--- src/rtl/pgbus_pkg.sv ---
package pgbus_pkg;
  typedef enum logic [1:0] {
    ST_IDLE = 2'd0,
    ST_MISS = 2'd1,
    ST_XFER = 2'd2
  } bus_st_e;

  localparam logic [1:0] PM_ONE  = 2'b00;
  localparam logic [1:0] PM_TWO  = 2'b01;
  localparam logic [1:0] PM_FOUR = 2'b10;
  localparam logic [1:0] PM_NONE = 2'b11;
endpackage

--- src/rtl/pgbus_rst_sync.sv ---
module pgbus_rst_sync #(
  parameter int STAGES = 2
) (
  input  logic clk,
  input  logic rst_ni,
  output logic rst_no
);
  logic [STAGES-1:0] sync_q;

  always_ff @(posedge clk or negedge rst_ni) begin
    if (!rst_ni) sync_q <= '0;
    else         sync_q <= {sync_q[STAGES-2:0], 1'b1};
  end

  assign rst_no = sync_q[STAGES-1];
endmodule

--- src/rtl/pgbus_page_track.sv ---
module pgbus_page_track
  import pgbus_pkg::*;
#(
  parameter int HI_W = 8
) (
  input  logic            clk,
  input  logic            rst_n,
  input  logic [1:0]      page_sel,
  input  logic            mux_arr,
  input  logic            req_data,
  input  logic [HI_W-1:0] req_hi,
  input  logic            latch_en,
  input  logic            latch_data,
  input  logic [HI_W-1:0] latch_hi,
  input  logic            fin_data,
  output logic            hit
);
  logic [HI_W-1:0] hi_q, hi_d;
  logic            vld_q, vld_d;
  logic            force_q, force_d;

  always_comb begin
    hi_d    = hi_q;
    vld_d   = vld_q;
    force_d = force_q;
    if (latch_en) begin
      hi_d  = latch_hi;
      vld_d = 1'b1;
      if (!latch_data) force_d = 1'b0;
    end
    if (fin_data && page_sel == PM_ONE) force_d = 1'b1;
  end

  always_ff @(posedge clk or negedge rst_n) begin
    if (!rst_n) begin
      hi_q    <= '0;
      vld_q   <= 1'b0;
      force_q <= 1'b0;
    end else begin
      if (latch_en) hi_q <= hi_d;
      vld_q   <= vld_d;
      force_q <= force_d;
    end
  end

  always_comb begin
    hit = vld_q && (req_hi == hi_q) && (page_sel != PM_NONE);
    if (req_data && (page_sel == PM_ONE || mux_arr)) hit = 1'b0;
    if (!req_data && page_sel == PM_ONE && force_q)  hit = 1'b0;
  end

  assert_latch_update_R2: assert property (@(posedge clk) disable iff (!rst_n)
    latch_en |=> (vld_q && hi_q == $past(latch_hi)));
endmodule

--- src/rtl/pgbus_seq.sv ---
module pgbus_seq
  import pgbus_pkg::*;
#(
  parameter int DATA_W = 8,
  parameter int STR_W  = 3
) (
  input  logic                clk,
  input  logic                rst_n,
  input  logic [1:0]          page_sel,
  input  logic                mux_arr,
  input  logic [STR_W-1:0]    stretch,
  input  logic                req,
  input  logic                req_data,
  input  logic                req_wr,
  input  logic [2*DATA_W-1:0] req_addr,
  input  logic [DATA_W-1:0]   req_wdata,
  input  logic                hit,
  input  logic [DATA_W-1:0]   din,
  output bus_st_e             st,
  output logic [2*DATA_W-1:0] addr,
  output logic [DATA_W-1:0]   wdata,
  output logic                is_data,
  output logic                is_wr,
  output logic                arr,
  output logic                fin_data,
  output logic                done,
  output logic [DATA_W-1:0]   rdata
);
  localparam int ADDR_W  = 2 * DATA_W;
  localparam int MAX_LEN = 4 * (1 << STR_W);
  localparam int CNT_W   = $clog2(MAX_LEN + 1);

  bus_st_e             st_q, st_d;
  logic [CNT_W-1:0]    cnt_q, cnt_d, len, base;
  logic [ADDR_W-1:0]   addr_q;
  logic [DATA_W-1:0]   wdata_q, rdata_q, rdata_d;
  logic                data_q, wr_q, arr_q, done_q, done_d;
  logic                start, last, cap_en;

  assign start  = (st_q == ST_IDLE) && req;
  assign last   = (st_q == ST_XFER) && (cnt_q == '0);
  assign cap_en = last && !(data_q && wr_q);

  always_comb begin
    case (page_sel)
      PM_ONE:  base = CNT_W'(1);
      PM_TWO:  base = CNT_W'(2);
      default: base = CNT_W'(4);
    endcase
    if (req_data && mux_arr) base = CNT_W'(4);
    len = base + (req_data ? CNT_W'({stretch, 2'b00}) : '0);
  end

  always_comb begin
    st_d    = st_q;
    cnt_d   = cnt_q;
    done_d  = 1'b0;
    rdata_d = rdata_q;
    case (st_q)
      ST_IDLE: if (req) begin
        st_d  = hit ? ST_XFER : ST_MISS;
        cnt_d = len - CNT_W'(1);
      end
      ST_MISS: st_d = ST_XFER;
      ST_XFER: begin
        if (cnt_q == '0) begin
          st_d   = ST_IDLE;
          done_d = 1'b1;
          if (cap_en) rdata_d = din;
        end else begin
          cnt_d = cnt_q - CNT_W'(1);
        end
      end
      default: st_d = ST_IDLE;
    endcase
  end

  always_ff @(posedge clk or negedge rst_n) begin
    if (!rst_n) begin
      st_q    <= ST_IDLE;
      cnt_q   <= '0;
      addr_q  <= '0;
      wdata_q <= '0;
      data_q  <= 1'b0;
      wr_q    <= 1'b0;
      arr_q   <= 1'b0;
      done_q  <= 1'b0;
      rdata_q <= '0;
    end else begin
      st_q   <= st_d;
      cnt_q  <= cnt_d;
      done_q <= done_d;
      if (start) begin
        addr_q  <= req_addr;
        wdata_q <= req_wdata;
        data_q  <= req_data;
        wr_q    <= req_wr;
        arr_q   <= mux_arr;
      end
      if (cap_en) rdata_q <= rdata_d;
    end
  end

  assign st       = st_q;
  assign addr     = addr_q;
  assign wdata    = wdata_q;
  assign is_data  = data_q;
  assign is_wr    = wr_q;
  assign arr      = arr_q;
  assign fin_data = last && data_q;
  assign done     = done_q;
  assign rdata    = rdata_q;

  assert_done_pulse_R10: assert property (@(posedge clk) disable iff (!rst_n)
    done |=> !done);
  assert_busy_ignore_R11: assert property (@(posedge clk) disable iff (!rst_n)
    (st_q != ST_IDLE) |=> $stable(addr_q));
  assert_one_cyc_data_miss_R4: assert property (@(posedge clk) disable iff (!rst_n)
    (start && req_data && page_sel == PM_ONE) |=> (st_q == ST_MISS));
  assert_miss_then_xfer_R2: assert property (@(posedge clk) disable iff (!rst_n)
    (st_q == ST_MISS) |=> (st_q == ST_XFER));
endmodule

--- src/rtl/pgbus_port_mux.sv ---
module pgbus_port_mux
  import pgbus_pkg::*;
#(
  parameter int DATA_W = 8
) (
  input  logic                clk,
  input  logic                rst_n,
  input  bus_st_e             st,
  input  logic [2*DATA_W-1:0] addr,
  input  logic [DATA_W-1:0]   wdata,
  input  logic                is_data,
  input  logic                is_wr,
  input  logic                arr,
  input  logic [DATA_W-1:0]   p0_in,
  input  logic [DATA_W-1:0]   p2_in,
  output logic [DATA_W-1:0]   din,
  output logic                ale,
  output logic                pstore_n,
  output logic                rd_n,
  output logic                wr_n,
  output logic [DATA_W-1:0]   p0_out,
  output logic                p0_oe,
  output logic [DATA_W-1:0]   p2_out,
  output logic                p2_oe
);
  logic xfer, wr_xfer;

  assign xfer    = (st == ST_XFER);
  assign wr_xfer = xfer && is_data && is_wr;

  always_comb begin
    ale      = (st == ST_MISS);
    pstore_n = !(xfer && !is_data);
    rd_n     = !(xfer && is_data && !is_wr);
    wr_n     = !wr_xfer;
    p0_out   = '0;
    p0_oe    = 1'b0;
    p2_out   = '0;
    p2_oe    = 1'b0;
    if (st == ST_MISS) begin
      p2_out = addr[2*DATA_W-1:DATA_W];
      p2_oe  = 1'b1;
    end else if (xfer) begin
      if (arr) begin
        p0_out = addr[DATA_W-1:0];
        p0_oe  = 1'b1;
        p2_out = wdata;
        p2_oe  = wr_xfer;
      end else begin
        p2_out = addr[DATA_W-1:0];
        p2_oe  = 1'b1;
        p0_out = wdata;
        p0_oe  = wr_xfer;
      end
    end
    din = arr ? p2_in : p0_in;
  end

  assert_ale_no_strobe_R2: assert property (@(posedge clk) disable iff (!rst_n)
    ale |-> (pstore_n && rd_n && wr_n));
  assert_ale_single_R2: assert property (@(posedge clk) disable iff (!rst_n)
    ale |=> !ale);
  assert_strobe_excl_R10: assert property (@(posedge clk) disable iff (!rst_n)
    $onehot0({!pstore_n, !rd_n, !wr_n}));
endmodule

--- src/rtl/pgbus_ctrl.sv ---
module pgbus_ctrl
  import pgbus_pkg::*;
#(
  parameter int DATA_W = 8,
  parameter int STR_W  = 3
) (
  input  logic                clk,
  input  logic                rst_ni,
  input  logic [1:0]          page_sel,
  input  logic                mux_arr,
  input  logic [STR_W-1:0]    stretch,
  input  logic                req,
  input  logic                req_data,
  input  logic                req_wr,
  input  logic [2*DATA_W-1:0] req_addr,
  input  logic [DATA_W-1:0]   req_wdata,
  output logic                done,
  output logic [DATA_W-1:0]   rdata,
  output logic                ale,
  output logic                pstore_n,
  output logic                rd_n,
  output logic                wr_n,
  output logic [DATA_W-1:0]   p0_out,
  output logic                p0_oe,
  input  logic [DATA_W-1:0]   p0_in,
  output logic [DATA_W-1:0]   p2_out,
  output logic                p2_oe,
  input  logic [DATA_W-1:0]   p2_in
);
  localparam int ADDR_W = 2 * DATA_W;

  logic              rst_n, hit, is_data, is_wr, arr, fin_data;
  bus_st_e           st;
  logic [ADDR_W-1:0] addr;
  logic [DATA_W-1:0] wdata, din;

  pgbus_rst_sync #(.STAGES(2)) u_rst (
    .clk(clk), .rst_ni(rst_ni), .rst_no(rst_n)
  );

  pgbus_page_track #(.HI_W(DATA_W)) u_track (
    .clk(clk), .rst_n(rst_n), .page_sel(page_sel), .mux_arr(mux_arr),
    .req_data(req_data), .req_hi(req_addr[ADDR_W-1:DATA_W]),
    .latch_en(st == ST_MISS), .latch_data(is_data),
    .latch_hi(addr[ADDR_W-1:DATA_W]), .fin_data(fin_data), .hit(hit)
  );

  pgbus_seq #(.DATA_W(DATA_W), .STR_W(STR_W)) u_seq (
    .clk(clk), .rst_n(rst_n), .page_sel(page_sel), .mux_arr(mux_arr),
    .stretch(stretch), .req(req), .req_data(req_data), .req_wr(req_wr),
    .req_addr(req_addr), .req_wdata(req_wdata), .hit(hit), .din(din),
    .st(st), .addr(addr), .wdata(wdata), .is_data(is_data), .is_wr(is_wr),
    .arr(arr), .fin_data(fin_data), .done(done), .rdata(rdata)
  );

  pgbus_port_mux #(.DATA_W(DATA_W)) u_mux (
    .clk(clk), .rst_n(rst_n), .st(st), .addr(addr), .wdata(wdata),
    .is_data(is_data), .is_wr(is_wr), .arr(arr), .p0_in(p0_in),
    .p2_in(p2_in), .din(din), .ale(ale), .pstore_n(pstore_n),
    .rd_n(rd_n), .wr_n(wr_n), .p0_out(p0_out), .p0_oe(p0_oe),
    .p2_out(p2_out), .p2_oe(p2_oe)
  );
endmodule

--- config.mk ---
export PLATFORM = sky130hd
export DESIGN_NAME = pgbus_ctrl
export DESIGN_NICKNAME = d
export VERILOG_FILES = /design/src/rtl/pgbus_pkg.sv /design/src/rtl/pgbus_rst_sync.sv /design/src/rtl/pgbus_page_track.sv /design/src/rtl/pgbus_seq.sv /design/src/rtl/pgbus_port_mux.sv /design/src/rtl/pgbus_ctrl.sv
export SDC_FILE = /design/constraint.sdc
export NUM_CORES = 1
export LEC_CHECK = 0
export BUFFER_PORTS_ARGS = -buffer_cell sky130_fd_sc_hd__buf_2
export CAP_MARGIN = 25
export CORE_MARGIN = 5
export CORE_UTILIZATION = 53
export CTS_CLUSTER_DIAMETER = 200
export DETAILED_ROUTE_END_ITERATION = 10
export PLACE_DENSITY = 0.8
export SLEW_MARGIN = 20
export SYNTH_ARGS = -nofsm -noshare
export SYNTH_HDL_FRONTEND = slang
export SYNTH_HIERARCHICAL = 1
export SYNTH_SLANG_ARGS = --single-unit
--- constraint.sdc ---
create_clock -name clk -period 2.55 [get_ports clk]
set_clock_uncertainty 0.2 [all_clocks]
set_input_delay 0.51 -clock clk [delete_from_list [all_inputs] [get_ports clk]]
set_output_delay 0.51 -clock clk [all_outputs]
set_load 0.01 [all_outputs]
# ---- Yosys cells after proc, flatten, opt, wreduce, memory -nomap -nowiden
# Index checks and enable logic that the tools add are counted.
dict set report word_totals {
  in_bits 51
  ff_bits 56
  wordCells 88
  output_inout_bits 31
}
dict set report op_classes {
  muxes 30
  eq_ne 9
  n_addsub 3
  n_reduce_logical 33
}
# operator n
set ops {}
lappend ops {{$mux W8} 7}
lappend ops {{$logic_and A1 B1 Y1} 16}
lappend ops {{$mux W1} 13}
lappend ops {{$mux W6} 2}
lappend ops {{$pmux W6 S2} 1}
lappend ops {{$sub A6 B1 Y6 const B} 2}
lappend ops {{$ne A2 B2 Y1 const B} 5}
lappend ops {{$eq A8 B8 Y1} 1}
lappend ops {{$logic_not A1 Y1} 7}
lappend ops {{$add A3 B6 Y6} 1}
lappend ops {{$logic_not A6 Y1} 1}
lappend ops {{$mux W2} 3}
lappend ops {{$pmux W2 S3} 1}
lappend ops {{$pmux W3 S2} 1}
lappend ops {{$reduce_and A3 Y1} 2}
lappend ops {{$mux W5} 1}
lappend ops {{$eq A2 B1 Y1 const B} 2}
lappend ops {{$logic_not A2 Y1} 2}
lappend ops {{$reduce_and A2 Y1} 2}
lappend ops {{$reduce_bool A2 Y1} 2}
lappend ops {{$mux W3} 1}
lappend ops {{$eq A2 B2 Y1 const B} 1}
lappend ops {{$logic_or A1 B1 Y1} 1}

# ---- Longest topological paths before layout
# Gate-level depths: netlist (run 1).
dict set report logic_depth {
  ltp_word 8
  ltp_mapped 11
  ltp_nobuf 11
}

# ---- Cells and area by module
# Netlist (run 1), hierarchy kept.
# mod area_per_inst_um2 cells_per_inst instances seq_area_each_um2
set modules_own_cells {}
lappend modules_own_cells {pgbus_seq 2118.3 158 1 1101.1}
lappend modules_own_cells {pgbus_port_mux 499.2 56 1 0.0}
lappend modules_own_cells {pgbus_page_track 479.2 37 1 250.2}
lappend modules_own_cells {pgbus_rst_sync 53.8 3 1 50.0}
lappend modules_own_cells {pgbus_ctrl 13.8 1 1 0.0}

# ---- Worst setup path after synthesis (run 1)
# OpenSTA, ideal clock, no wires.
dict set report synth_timing {
  kind {input -> register}
  start {input port mux_arr}
  end {register u_seq.cnt_q[5]}
  stages 10
  setup_time_ns 0.121
  setup_slack_ns 0.101
  t_arrival_ns 2.128
  required_ns 2.229
  path_buffers 0
  path_cell_list {a21oi_1 -> nor2b_1 -> ha_1 -> inv_1 -> fa_1 -> nand2b_1 -> a21oi_1 -> xnor2_1 -> a32oi_1 -> o22a_1}
}
dict set report synth_via {
  elab_chain_cells 6
}
# item line_no
set synth_lines {}
lappend synth_lines {{start: declaration} pgbus_ctrl.sv:10} ;# input logic mux_arr,
lappend synth_lines {{$logic_and A1 B1 Y1} pgbus_seq.sv:50} ;# if (req_data && mux_arr) base = CNT_W'(4);
lappend synth_lines {{$mux W3} pgbus_seq.sv:50}
lappend synth_lines {{$add A3 B6 Y6} pgbus_seq.sv:51} ;# len = base + (req_data ? CNT_W'({stretch, 2'b00}) : '0);
lappend synth_lines {{$sub A6 B1 Y6} pgbus_seq.sv:62} ;# cnt_d = len - CNT_W'(1);
lappend synth_lines {{$mux W6} pgbus_seq.sv:60} ;# ST_IDLE: if (req) begin
lappend synth_lines {{$pmux W6 S2} pgbus_seq.sv:59} ;# case (st_q)
lappend synth_lines {{end signal: assignment} pgbus_seq.sv:91} ;# cnt_q <= cnt_d;
lappend synth_lines {{end: declaration} pgbus_seq.sv:34} ;# logic [CNT_W-1:0] cnt_q, cnt_d, len, base;
# Every way passes these cells. The select of a mux whose other input is x is not followed.
# A chain may end at the register's enable or synchronous reset.

# ---- Final worst setup path (run 1)
# Ends and elaborated chain as after synthesis.

==> impl_metrics.yaml, run 1 <==
global_route:
  met3_usage_pct: 2.93
  grt_max_degree: 27
  grt_usage_pct: 18.2
  use_met2_pct: 30.6
  grt_pass1_vias: 2266
  grt-busiest-layer: "met2"
  grt_overflow_total: 0
  antenna_found_initial: 0
  grt_first_pass_wirelength_mm: 10.9
  use_met1_pct: 24.6
die:
  ioPinCount: 82
  die_y_um: 87.3
  row_count: 28
  core-area_sq_mm: 0.00585
  start_util_pct: 54.1
  die-area_sq_mm: 0.00762
  chipWidth_um: 87.3
sta:
  period_needed_ns: 2.40
  finalCritPeriodShare_pct: 94.1
  relSlewSlack_pct: 62.6
  finalHoldViolCount: 0
  worst_slew_pin_slew_ns: 0.561
  setup_viol: 0
  drv_slew: 0
  max_freq_mhz: 417
  fin_tns_setup_ns: 0
  rsz0062_at_grt: "no"
  holdWs_ns: 0.0674
clock_tree:
  cts-resized-gates: 0
  numCtsBuffers: 5
  cts-root-buf: "clkbuf_8"
  post-cts-setup-buffer-count: 0
  clock_latency_ns: 0.31
  cts_hold_buf: 1
  clk_pin_slew_ns: 0.10
  cts.sinks: 56
  cts_tree: "yes"
  cts-htree-levels: 2
  clockBufferDepth: 2
worst_setup_path:
  crit_path_start: "mux_arr"
  crit_path_end: "u_seq/cnt_q[5]"
  cp_max_fo: 3
  criticalPathCategory: "in -> reg"
  r2r_slack_ns: 0.16
  crit_required_ns: 2.55
  critPathCaptureType: "register"
  startpoint_type: "input pin"
  reg2reg_to: "u_seq/wdata[4]"
  worst_r2r_startpoint: "u_seq/cnt_q[0]"
  rr_worst_depth: 7
  crit_arrival_ns: 2.40
synth:
  synth_flop_cell: "dfrtp_1"
  syn_area_sq_mm: 0.00316
  synth-async-reset-ratio_pct: 100
  syn-num-nets: 314
  yosysUniqueCellTypes: 47
  netlist.area_leader.share_pct: 44.3
  ys_seq_area_share_pct: 44.3
  syn-mean-instance-area_sq_um: 12.4
  synthCells: 255
  synthTopCellsByArea: "dfrtp_1, mux2_2, mux2_4"
  yosysWarnings: 6
  synth_edf_count: 0
  synthTopCellsByCount: "dfrtp_1, mux2_2, mux2_4"
  yosysTopAreaCell: "dfrtp_1"
  synth.most_common_cell: "dfrtp_1"
  ys_seq_elements: 56
power:
  cellLeakagePower_nw: 1.85
  power.density_mw_per_mm2: 1250
  peakVddDrop_mv: 0.581
place:
  gp_congestion: 0.827
  port-buffer-count: 81
  placed_cell_area_sq_mm: 0.00366
  hpwl_mm: 5.11
finish:
  area_delta_synth_final_pct: 19.4
  multi_input_area_sq_mm: 0.00161
  drive_above_1_share_pct: 45.8
  fin_nets: 405
  postLayoutCellArea_sq_mm: 0.00378
  antenna_cells: 0
  fillCellCount: 475
  ff_latch_area_sq_mm: 0.00140
  final_util_pct: 64.6
routing:
  drtIter0Drc: 138
  vias: 2252
  via_per_inst: 5.34
  wl_mm: 6.62
  wire_per_inst_um: 15.7
  final_antenna_net_count: 0
  first_pass_iters: 4
  drc_errors: 0
status:
  outcome: "complete, no violations"
flow_run:
  drv_cap: 0
min_path:
  hp-class: "reg -> async"
## state kept, by name, summed over array words and instances (netlist names)
register         flops
u_track/force_q      1
u_seq/is_data        1
u_seq/addr          16
u_seq/wdata          8
u_seq/done           1
u_track/hi_q         8
u_seq/is_wr          1
u_rst/sync_q         2
u_seq/arr            1
u_track/vld_q        1
u_seq/cnt_q          6
u_seq/st             2
u_seq/rdata          8
## logic make-up (layout without fill, tap and decap cells)
group                      Yosys count  after routing  share of synthesized area (%)
muxes                               67             67                           25.7
AOI/OAI and AO/OA                   37             37                           8.46
buffers and inverters               18            110                           4.98
and+or+nand+nor                     58             58                           10.3
adders and majority gates            8              8                           3.40
other                                1              1                          0.119
xor gates and xnor gates            10             10                           2.77
DFF                                 56             56                           44.3
## critical path: stages
cell and delay [ns]:
buf_2 0.11, a21oi_1 0.23, nor2b_1 0.22, ha_1 0.19, inv_1 0.05, fa_1 0.36, nand2b_1 0.17, a21oi_1 0.16
xnor2_1 0.13, a32oi_1 0.07, o22a_1 0.20
## how the worst min path moves through the flow
stage	start	endpoint	slack [ns]
2_1_floorplan	rst_ni	u_rst/sync_q[0]	0.01
4_1_cts	u_rst/sync_q[1]	u_track/hi_q[3]	0.09
6_report	u_rst/sync_q[1]	u_track/hi_q[1]	0.07
3_5_place_dp	u_rst/sync_q[1]	u_seq/addr[11]	0.08
5_1_grt	u_rst/sync_q[1]	u_seq/addr[11]	0.13
3_3_place_gp	u_rst/sync_q[1]	u_seq/addr[8]	0.07
## power by group
| part | total (mW) | switching [mW] | internal, mW |
|---|---|---|---|
| Clock | 0.588 | 0.291 | 0.297 |
| Sequential | 1.70 | 0.386 | 1.31 |
| Combinational | 2.43 | 1.10 | 1.33 |
| Total | 4.72 | 1.78 | 2.94 |
## metrics by stage
step	total power [mW]	setup WS, ns	instances
after global routing	5.04	0.0158	422
after detailed placement	4.16	-0.188	413
after global placement	4.06	-0.0938	413
after floorplan	3.57	0.101	255
after CTS	4.75	0.139	422
final	4.72	0.150	422
## routing by layer
metal | routed length (um) | up-vias
met5 | 0 | -
met4 | 61 | 0
met3 | 372 | 6
met2 | 3380 | 58
met1 | 2800 | 1097
li1 | - | 1091
## placed cells by master (no fill, tap or decap), types with 3 or more instances in the layout
cell	instances
a21oi_1	8
and2_1	3
buf_2	81
buf_4	11
clkbuf_8	5
dfrtp_1	55
ha_1	7
inv_1	7
mux2_2	30
mux2_4	21
mux2i_1	16
nand2_1	7
nand2b_1	6
nand3_1	3
nor2_1	20
nor2b_1	4
nor3_1	5
o21ai_0	6
o2bb2ai_1	8
xnor2_1	3
xor2_1	7
## final cells by class
class,instances,share of cell area [%]
clock buffers,6,1.92
repair buffers,95,14.2
multi-input cells,181,42.5
clock inverters,2,1.03
inverters,7,0.696
well taps,75,2.48
flip-flops and latches,56,37.1
Power figures use the tool's default switching activity.
==> run 2, diff against run 1 <==
CORE_MARGIN = 4   (was 5)
==> run 2 against run 1 <==
Worst hold slack improved by 0.090 ns. Utilization rose by 3.3 points. Via count shrank 2.1%.
==> impl_metrics.yaml, run 2 (synthesis results as in run 1) <==
global_route:
  grt_pass1_vias: 2305
  antenna_found_initial: 0
  grt_max_degree: 42
  grt_first_pass_wirelength_mm: 11.0
  grt_overflow_total: 0
  grt_usage_pct: 18.8
sta:
  finalHoldViolCount: 0
  finalCritPeriodShare_pct: 92.7
  holdWs_ns: 0.157
  layout_setup_ws_ns: 0.186
  rsz0062_at_grt: "no"
  max_freq_mhz: 423
  worst_slew_pin_slew_ns: 0.822
  period_needed_ns: 2.36
  drv_slew: 0
  fin_tns_setup_ns: 0
  relSlewSlack_pct: 45.2
  setup_viol: 0
clock_tree:
  clock_latency_ns: 0.31
  post-cts-setup-buffer-count: 0
  cts.sinks: 56
  numCtsBuffers: 5
  clockBufferDepth: 2
  cts_tree: "yes"
  cts-root-buf: "clkbuf_8"
  cts-htree-levels: 2
  clk_pin_slew_ns: 0.09
place:
  pre_cts_slack_ns: -0.226
  port-buffer-count: 81
  hpwl_mm: 5.08
  gp_congestion: 0.846
  dp_cells: 411
finish:
  fin_cells: 420
  largest_reg_flops: 16
  antenna_cells: 0
  fin_nets: 406
  final_common_cell: "buf_2"
  drive_above_1_share_pct: 46.8
  area_delta_synth_final_pct: 20.9
  mostFrequentLayoutCells: "buf_2, dfrtp_1, mux2_2"
  final_util_pct: 67.8
worst_setup_path:
  crit_required_ns: 2.54
  startpoint_type: "input pin"
  criticalPathCategory: "in -> reg"
  cp_max_fo: 3
  critPathCaptureType: "register"
  crit_arrival_ns: 2.36
status:
  outcome: "complete, no violations"
die:
  die_y_um: 85.3
  row_count: 27
  ioPinCount: 82
  die-area_sq_mm: 0.00727
  start_util_pct: 56.1
  chipWidth_um: 85.3
  core-area_sq_mm: 0.00564
routing:
  wl_mm: 6.57
  via_per_inst: 5.25
  vias: 2204
  first_pass_iters: 4
  final_antenna_net_count: 0
  drtIter0Drc: 94
  drc_errors: 0
  wire_per_inst_um: 15.6
power:
  cellLeakagePower_nw: 1.87
  power.density_mw_per_mm2: 1270
  peakVddDrop_mv: 0.533
flow_run:
  drv_cap: 0
min_path:
  hp-class: "reg -> reg"
## run 2: changes by cell type in the layout (fill, tap and decap cells not counted)
| cell | before | now |
|---|---|---|
| nor2b_2 | 0 | 1 |
| a21oi_2 | 0 | 1 |
| nor2b_1 | 4 | 3 |
| buf_12 | 2 | 3 |
| clkbuf_1 | 1 | 0 |
| a21oi_1 | 8 | 7 |
| bufinv_16 | 1 | 2 |
## run 2: through the flow
step	cell area, sq um	power (mW)
floorplan	3160	3.57
global placement	3670	4.10
detailed placement	3670	4.20
CTS	3820	4.89
global route	3830	5.21
finish	3830	4.85
## run 2: where the power goes
part	leakage (nW)	switching [mW]	internal, mW	total, mW
clock network	0.0687	0.283	0.395	0.678
registers	0.657	0.409	1.31	1.72
logic	1.15	1.09	1.36	2.45
total	1.87	1.78	3.07	4.85
## run 2: final timing paths
path / startpoint / end / slack [ns] / depth (start not counted)
worst max-delay path: mux_arr / u_seq/cnt_q[5] / 0.19 / 11
worst min-delay path: u_rst/sync_q[0] / u_rst/sync_q[1] / 0.16 / 0
worst max register to register: u_seq/cnt_q[1] / u_seq/wdata[6] / 0.23 / 7
worst min register to register: u_rst/sync_q[0] / u_rst/sync_q[1] / 0.16 / 0
max in group asynchronous: u_rst/sync_q[1] / u_seq/st[0] / 1.33 / 1
min in group asynchronous: u_rst/sync_q[1] / u_track/hi_q[6] / 0.17 / 0
## run 2: final cells by class
type	count	area [sq um]
sequential	56	1400
clock inverter	3	68.8
tap	72	90.1
timing repair buffer	96	558
multi-input combinational	181	1610
inverter	7	26.3
fill	428	1820
clock buffer	5	68.8
## run 2: critical path, stage by stage
cell and delay (ns):
buf_2 0.11, a21oi_2 0.16, nor2b_2 0.18, ha_1 0.19, inv_1 0.06, fa_1 0.38
nand2b_1 0.18, a21oi_1 0.17, xnor2_1 0.14, a32oi_1 0.07, o22a_1 0.22
## run 2: timing repair
item                                   4_1_cts  5_1_grt
hold buffers                                 1        0
setup endpoints to repair                    0        1
gates resized for setup                      0        2
endpoints found under the hold margin        2        0
## run 2: layer usage
layer	share of wire [%]	vias to the layer above	GRT usage, %	wire length [um]
met3	4.9	9	3.69	324
met5	0	-	0	0
li1	-	1091	-	-
met4	1.7	0	5.76	113
met1	44	1050	24.5	2890
met2	49	54	31.5	3240
